`config.mk`:
```
export PLATFORM = sky130hd
export DESIGN_NAME = time_reg_slave
export DESIGN_NICKNAME = d
export VERILOG_FILES = /design/src/rtl/time_reg_pkg.sv /design/src/rtl/time_reg_ctrl.sv /design/src/rtl/time_reg_dp.sv /design/src/rtl/time_reg_slave.sv
export SDC_FILE = /design/constraint.sdc
export NUM_CORES = 1
export LEC_CHECK = 0
export CAP_MARGIN = 40
export CORE_AREA = 2 2 281 283
export DETAILED_ROUTE_END_ITERATION = 10
export DIE_AREA = 0 0 283 285
export DONT_BUFFER_PORTS = 1
export PLACE_DENSITY = 0.3
export SYNTH_ARGS = -nofsm -noshare
export SYNTH_HDL_FRONTEND = slang
export SYNTH_SLANG_ARGS = --single-unit
```
`constraint.sdc`:
```
create_clock -name clk -period 3.7 [get_ports clk]
set_clock_uncertainty 0.2 [all_clocks]
set_input_delay 0 -clock clk [delete_from_list [all_inputs] [get_ports clk]]
set_output_delay 0 -clock clk [all_outputs]
set_load 0.02 [all_outputs]
```
`src/rtl/time_reg_pkg.sv`:
```
package time_reg_pkg;
  localparam int DATA_W    = 32;
  localparam int ADR_W     = 5;
  localparam int NUM_TAGS  = 4;
  localparam int TAG_WORDS = 4;
  localparam int NUM_TAG_REGS = NUM_TAGS * TAG_WORDS;
  localparam int FIRST_TAG    = 2;
  localparam int LAST_MAPPED  = FIRST_TAG + NUM_TAG_REGS - 1;

  typedef struct packed {
    logic rdEn;
    logic wrSec;
    logic wrTick;
  } ctrlStrobes_t;
endpackage

```
`src/rtl/time_reg_ctrl.sv`:
```
module time_reg_ctrl
  import time_reg_pkg::*;
#(
  parameter int AW = ADR_W,
  parameter int SW = DATA_W / 8
) (
  input  logic          clk,
  input  logic          rstN,
  input  logic          cyc,
  input  logic          stb,
  input  logic          we,
  input  logic [SW-1:0] sel,
  input  logic [AW-1:0] adr,
  output logic          ack,
  output ctrlStrobes_t  strobes
);
  logic accept;
  logic fullWord;

  assign accept   = cyc & stb & ~ack;
  assign fullWord = &sel;

  always_comb begin
    strobes.rdEn   = accept & ~we;
    strobes.wrSec  = accept & we & fullWord & (adr == AW'(0));
    strobes.wrTick = accept & we & fullWord & (adr == AW'(1));
  end

  always_ff @(posedge clk or negedge rstN) begin
    if (!rstN) ack <= 1'b0;
    else       ack <= accept;
  end
endmodule

```
`src/rtl/time_reg_dp.sv`:
```
module time_reg_dp
  import time_reg_pkg::*;
#(
  parameter int DW    = DATA_W,
  parameter int AW    = ADR_W,
  parameter int NTAGW = NUM_TAG_REGS
) (
  input  logic              clk,
  input  logic              rstN,
  input  ctrlStrobes_t      strobes,
  input  logic [AW-1:0]     adr,
  input  logic [DW-1:0]     datW,
  input  logic [DW-1:0]     secIn,
  input  logic [DW-1:0]     tickIn,
  input  logic [NTAGW*DW-1:0] tagWords,
  output logic [DW-1:0]     datR,
  output logic [DW-1:0]     secOut,
  output logic              secLoad,
  output logic [DW-1:0]     tickOut,
  output logic              tickLoad
);
  logic [DW-1:0] rdMux;

  always_comb begin
    rdMux = '0;
    if (adr == AW'(0)) rdMux = secIn;
    if (adr == AW'(1)) rdMux = tickIn;
    for (int i = 0; i < NTAGW; i++) begin
      if (adr == AW'(FIRST_TAG + i)) rdMux = tagWords[DW*i +: DW];
    end
  end

  always_ff @(posedge clk or negedge rstN) begin
    if (!rstN) begin
      datR     <= '0;
      secOut   <= '0;
      tickOut  <= '0;
      secLoad  <= 1'b0;
      tickLoad <= 1'b0;
    end else begin
      secLoad  <= strobes.wrSec;
      tickLoad <= strobes.wrTick;
      if (strobes.wrSec)  secOut  <= datW;
      if (strobes.wrTick) tickOut <= datW;
      if (strobes.rdEn)   datR    <= rdMux;
    end
  end
endmodule

```
`src/rtl/time_reg_slave.sv`:
```
module time_reg_slave
  import time_reg_pkg::*;
(
  input  logic                         clk,
  input  logic                         rstN,
  input  logic [ADR_W-1:0]             busAdr,
  input  logic [DATA_W-1:0]            busDatW,
  output logic [DATA_W-1:0]            busDatR,
  input  logic                         busCyc,
  input  logic [DATA_W/8-1:0]          busSel,
  input  logic                         busStb,
  input  logic                         busWe,
  output logic                         busAck,
  output logic [DATA_W-1:0]            secOut,
  input  logic [DATA_W-1:0]            secIn,
  output logic                         secLoad,
  output logic [DATA_W-1:0]            tickOut,
  input  logic [DATA_W-1:0]            tickIn,
  output logic                         tickLoad,
  input  logic [NUM_TAG_REGS*DATA_W-1:0] tagWords
);
  ctrlStrobes_t strobes;

  time_reg_ctrl #(.AW(ADR_W), .SW(DATA_W/8)) u_ctrl (
    .clk(clk), .rstN(rstN), .cyc(busCyc), .stb(busStb), .we(busWe),
    .sel(busSel), .adr(busAdr), .ack(busAck), .strobes(strobes)
  );

  time_reg_dp #(.DW(DATA_W), .AW(ADR_W), .NTAGW(NUM_TAG_REGS)) u_dp (
    .clk(clk), .rstN(rstN), .strobes(strobes), .adr(busAdr),
    .datW(busDatW), .secIn(secIn), .tickIn(tickIn), .tagWords(tagWords),
    .datR(busDatR), .secOut(secOut), .secLoad(secLoad),
    .tickOut(tickOut), .tickLoad(tickLoad)
  );
endmodule

```
# --- After elaboration in Yosys (flattened, before gate mapping) ---
# Cells that the tools add are included.
word_totals:
  register_bits: 99
  input_bits: 622
  output_inout_bits: 99
  wordCells: 52
op_classes:
  n_eq_ne: 17
  mux: 18
  bitwise: 9
  reduce_logical: 2
ops:
  columns: ["operator", "count"]
  rows:
  - ["32-bit 2-to-1 mux", 18]
  - ["5-bit by 4-bit equality test with 1-bit output, second input constant", 8]
  - ["5-bit by 3-bit equality test with 1-bit output, second input constant", 4]
  - ["5-bit by 2-bit equality test with 1-bit output, second input constant", 2]
  - ["5-bit equality test, second input constant", 2]
  - ["1-bit AND", 7]
  - ["5-bit by 1-bit equality test with 1-bit output, second input constant", 1]
  - ["5-bit logical NOT", 1]
  - ["4-bit AND reduction", 1]
  - ["1-bit NOT", 2]

# --- Logic depth before layout (Yosys ltp) ---
logic_depth:
  ltp_word: 19
  depth_mapped: 10
  mapped_depth_nobuf: 6

# --- Hierarchy ---
# From an unflattened synthesis, not the netlist that was laid out.
unflattened:
  hier_cells: 1090
  hier_area_um2: 9081.2
modules_own_cells:
  columns: ["module", "n_inst", "cells_each", "area_each_um2", "seq_area_each_um2"]
  rows:
  - ["time_reg_dp", 1, 1080, 8999.9, 2452.4]
  - ["time_reg_ctrl", 1, 10, 81.3, 25.0]

# --- Least setup slack after synthesis ---
# OpenSTA, ideal clock, no wires.
synth_path:
  path_kind: "flip-flop to flip-flop"
  from: "reg u_ctrl.ack"
  to: "reg u_dp.secOut[0]"
  setup_ns: 0.065
  arrival_time_ns: 1.690
  required_time_ns: 3.435
  path_slack_ns: 1.745
  path_stages_with_launch: 8
  n_path_buf: 1
  path_cell_list: "dfrtp_1 -> nand3b_1 -> nor2_1 -> nand2_1 -> nor3_1 -> clkbuf_1 -> nand2_1 -> nand2_1"
synth_via:
  elab_chain_cells: 5
synth_rtl:
  columns: ["element", "line_no", "text"]
  rows:
  - ["start: declaration", "time_reg_ctrl.sv:14", "output logic ack,"]
  - ["start signal: assignment", "time_reg_ctrl.sv:31", "else ack <= accept;"]
  - ["1-bit NOT", "time_reg_ctrl.sv:20", "assign accept = cyc & stb & ~ack;"]
  - ["1-bit AND", "time_reg_ctrl.sv:20", null]
  - ["1-bit AND (3 in a row)", "time_reg_ctrl.sv:25", "strobes.wrSec = accept & we & fullWord & (adr == AW'(0));"]
  - ["end signal: assignment", "time_reg_dp.sv:43", "if (strobes.wrSec) secOut <= datW;"]
  - ["end: declaration", "time_reg_dp.sv:17", "output logic [DW-1:0] secOut,"]
# No other way between the ends.
# A chain may end at the register's enable or synchronous reset.

# --- Worst setup path after layout ---
layout_path:
  from: "in busAdr[4]"
  to: "reg u_dp.datR[17]"
layout_via:
  elab_chain_cells: 19
  elab_cells_between_ends: 36
layout_rtl:
  columns: ["element", "line_no", "text"]
  rows:
  - ["start: declaration", "time_reg_slave.sv:6", "input logic [ADR_W-1:0] busAdr,"]
  - ["5-bit logical NOT", "time_reg_dp.sv:26", "if (adr == AW'(0)) rdMux = secIn;"]
  - ["32-bit 2-to-1 mux", "time_reg_dp.sv:26", null]
  - ["32-bit 2-to-1 mux", "time_reg_dp.sv:27", "if (adr == AW'(1)) rdMux = tickIn;"]
  - ["32-bit 2-to-1 mux (15 in a row)", "time_reg_dp.sv:29", "if (adr == AW'(FIRST_TAG + i)) rdMux = tagWords[DW*i +: DW];"]
  - ["32-bit 2-to-1 mux (*)", "time_reg_dp.sv:29", null]
  - ["end signal: assignment", "time_reg_dp.sv:45", "if (strobes.rdEn) datR <= rdMux;"]
  - ["end: declaration", "time_reg_dp.sv:16", "output logic [DW-1:0] datR,"]
# Mark *: on every way between the ends. The rest lies on a longest branch, timed or not.

==> reports/metrics.yaml <==
setup_path:
  cp_max_fo: 35
  worstSetupStartpointType: "input pin"
  cp_cell_sequence: "nand2b_1 -> nor2_2 -> buf_4 -> a22oi_1 -> a311o_1 -> nor3b_1 -> dlygate4sd3_1 -> nor2_1 -> dlygate4sd3_1"
  worst_ep_required_time_ns: 3.83
  critPathTopFamily: "simple AND/OR/NAND/NOR gates"
  path_buf_inv: 3
  cp.arrival_ns: 3.79
  cp_slowest_stage_delay_ns: 0.88
  slowest_stage: "nor2_2"
  crit_type: "in -> reg"
  end_kind: "flip-flop"
  cpMostUsedCell: "dlygate4sd3_1"
yosys:
  synth-simple-area-share: 0.268
  synthFlopType: "dfrtp_1"
  synth_area_sq_um: 8920
  synth_compound_area_frac: 0.366
  synth_xor_area_frac: 0
  seq_area_frac_synth: 0.278
  yosysWarnings: 0
  yosys-mux-area-fraction: 0.0295
  synthCells: 1249
  synth_top_family_by_area: "compound AO/OA/AOI/OAI gates"
  synth_nets: 1871
  synth_edf_count: 0
  synth_seq_cells: 99
  async_flop_share: 1.00
  synth_fa_ha_area_frac: 0
  synthDistinctLibCells: 70
  avgSynthCellArea_sq_um: 7.14
power:
  p_switching_mw: 1.34
  peakVddDrop_mv: 0.218
  leakagePower_nw: 4.59
  power_frac_clock: 0.319
  pwr-share-comb: 0.281
  p_total_mw: 3.39
  internal_power_mw: 2.05
  seqPwrFrac: 0.400
  p_sw_frac: 0.396
  powerDensity_nw_per_um2: 274
drt:
  avgViaCountPerCell: 4.94
  num_vias: 12168
  ant_nets: 0
  post-route-drc-count: 0
  drt_iter0_drc: 1193
  dr.pass1.iters: 7
  wire_per_inst_microns: 38.3
  wirelength_microns: 94300
grt:
  grt_pass1_wl_microns: 122000
  grtUsageTotal: 0.224
  grt_max_degree: 126
  grt-ovfl-total: 0
  grt_antenna_before_repair: 44
  grt_pass1_vias: 12216
finish:
  layout_common_cells: "nand2_1, dlygate4sd3_1, dfrtp_1, a21oi_1, o21ai_0"
  area_growth_pct: 38.9
  final_cell_count_no_fill: 2464
  final_nets: 2009
  layout-drive-gt1-share: 0.101
  final_common_cell: "nand2_1"
floorplanning:
  num_io_pins: 721
  rows: 103
  die_w_microns: 283
  initial_core_util: 0.114
  fp.dieH_microns: 285
  coreArea_sq_um: 78000
  die_area_sq_um: 80700
clock_tree:
  root_buffer: "clkbuf_16"
  cts_tree: "built"
  cts_setup_buffers: 0
  h-tree-depth: 3
  insertion_delay_ns: 0.39
  cts_max_path_buffers: 2
  cts_sinks: 99
  cts_inserted_buffers: 9
  clk_pin_slew_ns: 0.10
place:
  portBuffers: 0
  dpl.hpwl_microns: 76400
  dp.cells: 2263
  gp_congestion: 0.957
timing:
  holdWs_ns: 0.0332
  drv_slew: 0
  hold_violations: 0
  rsz0062_at_grt: "no"
  period_share: 0.991
  tns_ns: 0
  tightest_slew_ns: 0.985
  setup_viol: 0
  final.min_clock_period_ns: 3.67
  relSlewSlack: 0.342
  fmax_mhz: 273
worst_hold_path:
  hp-class: "in -> reg"
job:
  cap_violations: 0
run_status:
  status: "finished clean"
-- power by group through the flow --
stage,registers (mW),clock network [mW],logic [mW]
3_3_place_gp,1.39,0,0.703
6_report,1.36,1.08,0.954
4_1_cts,1.36,1.15,0.955
5_1_grt,1.37,1.17,1.02
2_1_floorplan,1.31,0,0.410
3_5_place_dp,1.39,0,0.705
-- state kept, by name, summed over array words and instances, names as in the netlist --
name and cells:
u_dp.secOut 32, u_ctrl.ack 1, u_dp.secLoad 1, u_dp.tickLoad 1, u_dp.tickOut 32, u_dp.datR 32
-- cells in the mapped netlist (6+ instances only) --
cell type    n  area (sq um)
o22ai_1     48           300
dfrtp_1     99          2480
o221a_2      8          90.1
nor3_1      45           225
nor2_1      92           345
buf_2       50           250
a211o_1      8          70.1
mux2i_1     15           150
o221ai_1    15           131
mux2_2      10           113
clkbuf_1    49           184
a221oi_1    36           315
a21oi_1     95           475
a221o_1      9          90.1
nand2_1    273          1020
a211oi_1    18           135
or3_1       13          81.3
a21o_1       7          52.6
buf_1        6          22.5
o21ai_0     92           460
nand2b_1     9          56.3
inv_1        7          26.3
a22oi_1     43           323
nand3_1     23           115
and3_1      10          62.6
a222oi_1     9          90.1
a22o_1       9          78.8
a2111oi_0    9          78.8
o211ai_1    17           128
nor2b_1     19           119
a31oi_1     16           100
-- final timing paths --
kind                                                  start  cells past startpoint  slack (ns)                      endpoint
worst max-delay path                              busAdr[4]                      9        0.03     u_dp.datR[17]$_DFFE_PN0P_
worst min-delay path                          tagWords[383]                      4        0.03     u_dp.datR[31]$_DFFE_PN0P_
worst max register to register         u_ctrl.ack$_DFF_PN0_                      9        0.17     u_dp.datR[17]$_DFFE_PN0P_
worst min register to register  u_dp.secOut[24]$_DFFE_PN0P_                      2        0.42   u_dp.secOut[24]$_DFFE_PN0P_
max in group asynchronous                              rstN                      2        2.78    u_dp.secOut[2]$_DFFE_PN0P_
min in group asynchronous                              rstN                      2        0.07  u_dp.tickOut[16]$_DFFE_PN0P_
-- repair_timing --
item,4_1_cts,5_1_grt
hold endpoints to repair,196,0
resized for setup,0,1
setup endpoints to repair,0,1
hold buffers,162,0
-- area by class of cell --
class                   count  area, sq um
repair buffers            237         2210
well taps                1050         1310
clock buffers               9          225
flip-flops and latches     99         2480
multi-input cells        1033         6000
clock inverters             7         75.1
inverters                   7         26.3
fillers                  8987        65600
diodes                     22         55.1
-- worst reg2reg max path: stages (launching register included) --
cell and delay [ns]:
dfrtp_1 0.48, nand3b_1 0.27, nor2_2 0.52, buf_4 0.30, buf_4 0.16, o21ai_0 0.11
nor3b_1 0.21, dlygate4sd3_1 0.58, nor2_1 0.04, dlygate4sd3_1 0.55
-- metrics by stage --
| stage | instance area (sq um) | setup slack (ns) | utilization |
|---|---|---|---|
| 2_1_floorplan | 8920 | 1.74 | - |
| 3_3_place_gp | 10300 | 0.406 | 0.132 |
| 3_5_place_dp | 10400 | 0.413 | 0.133 |
| 4_1_cts | 12300 | 0.0535 | 0.158 |
| 5_1_grt | 12400 | 0.00876 | 0.159 |
| 6_report | 12400 | 0.0345 | 0.159 |
-- cells by family (layout without fill, tap and decap cells) --
kind of cell,Yosys count,count (layout)
buf+inv,117,260
compound gates,480,480
mux,25,25
flops,99,99
other cells,0,22
simple gates,528,528
-- metal layers --
| layer | track usage | wire [microns] | up-vias |
|---|---|---|---|
| met1 | 0.295 | 41700 | 6069 |
| li1 | - | - | 5016 |
| met5 | 0 | 181 | - |
| met3 | 0.0679 | 8060 | 166 |
| met4 | 0.0673 | 3050 | 30 |
| met2 | 0.352 | 41300 | 887 |
No activity file was read; power rests on OpenSTA's default activity.
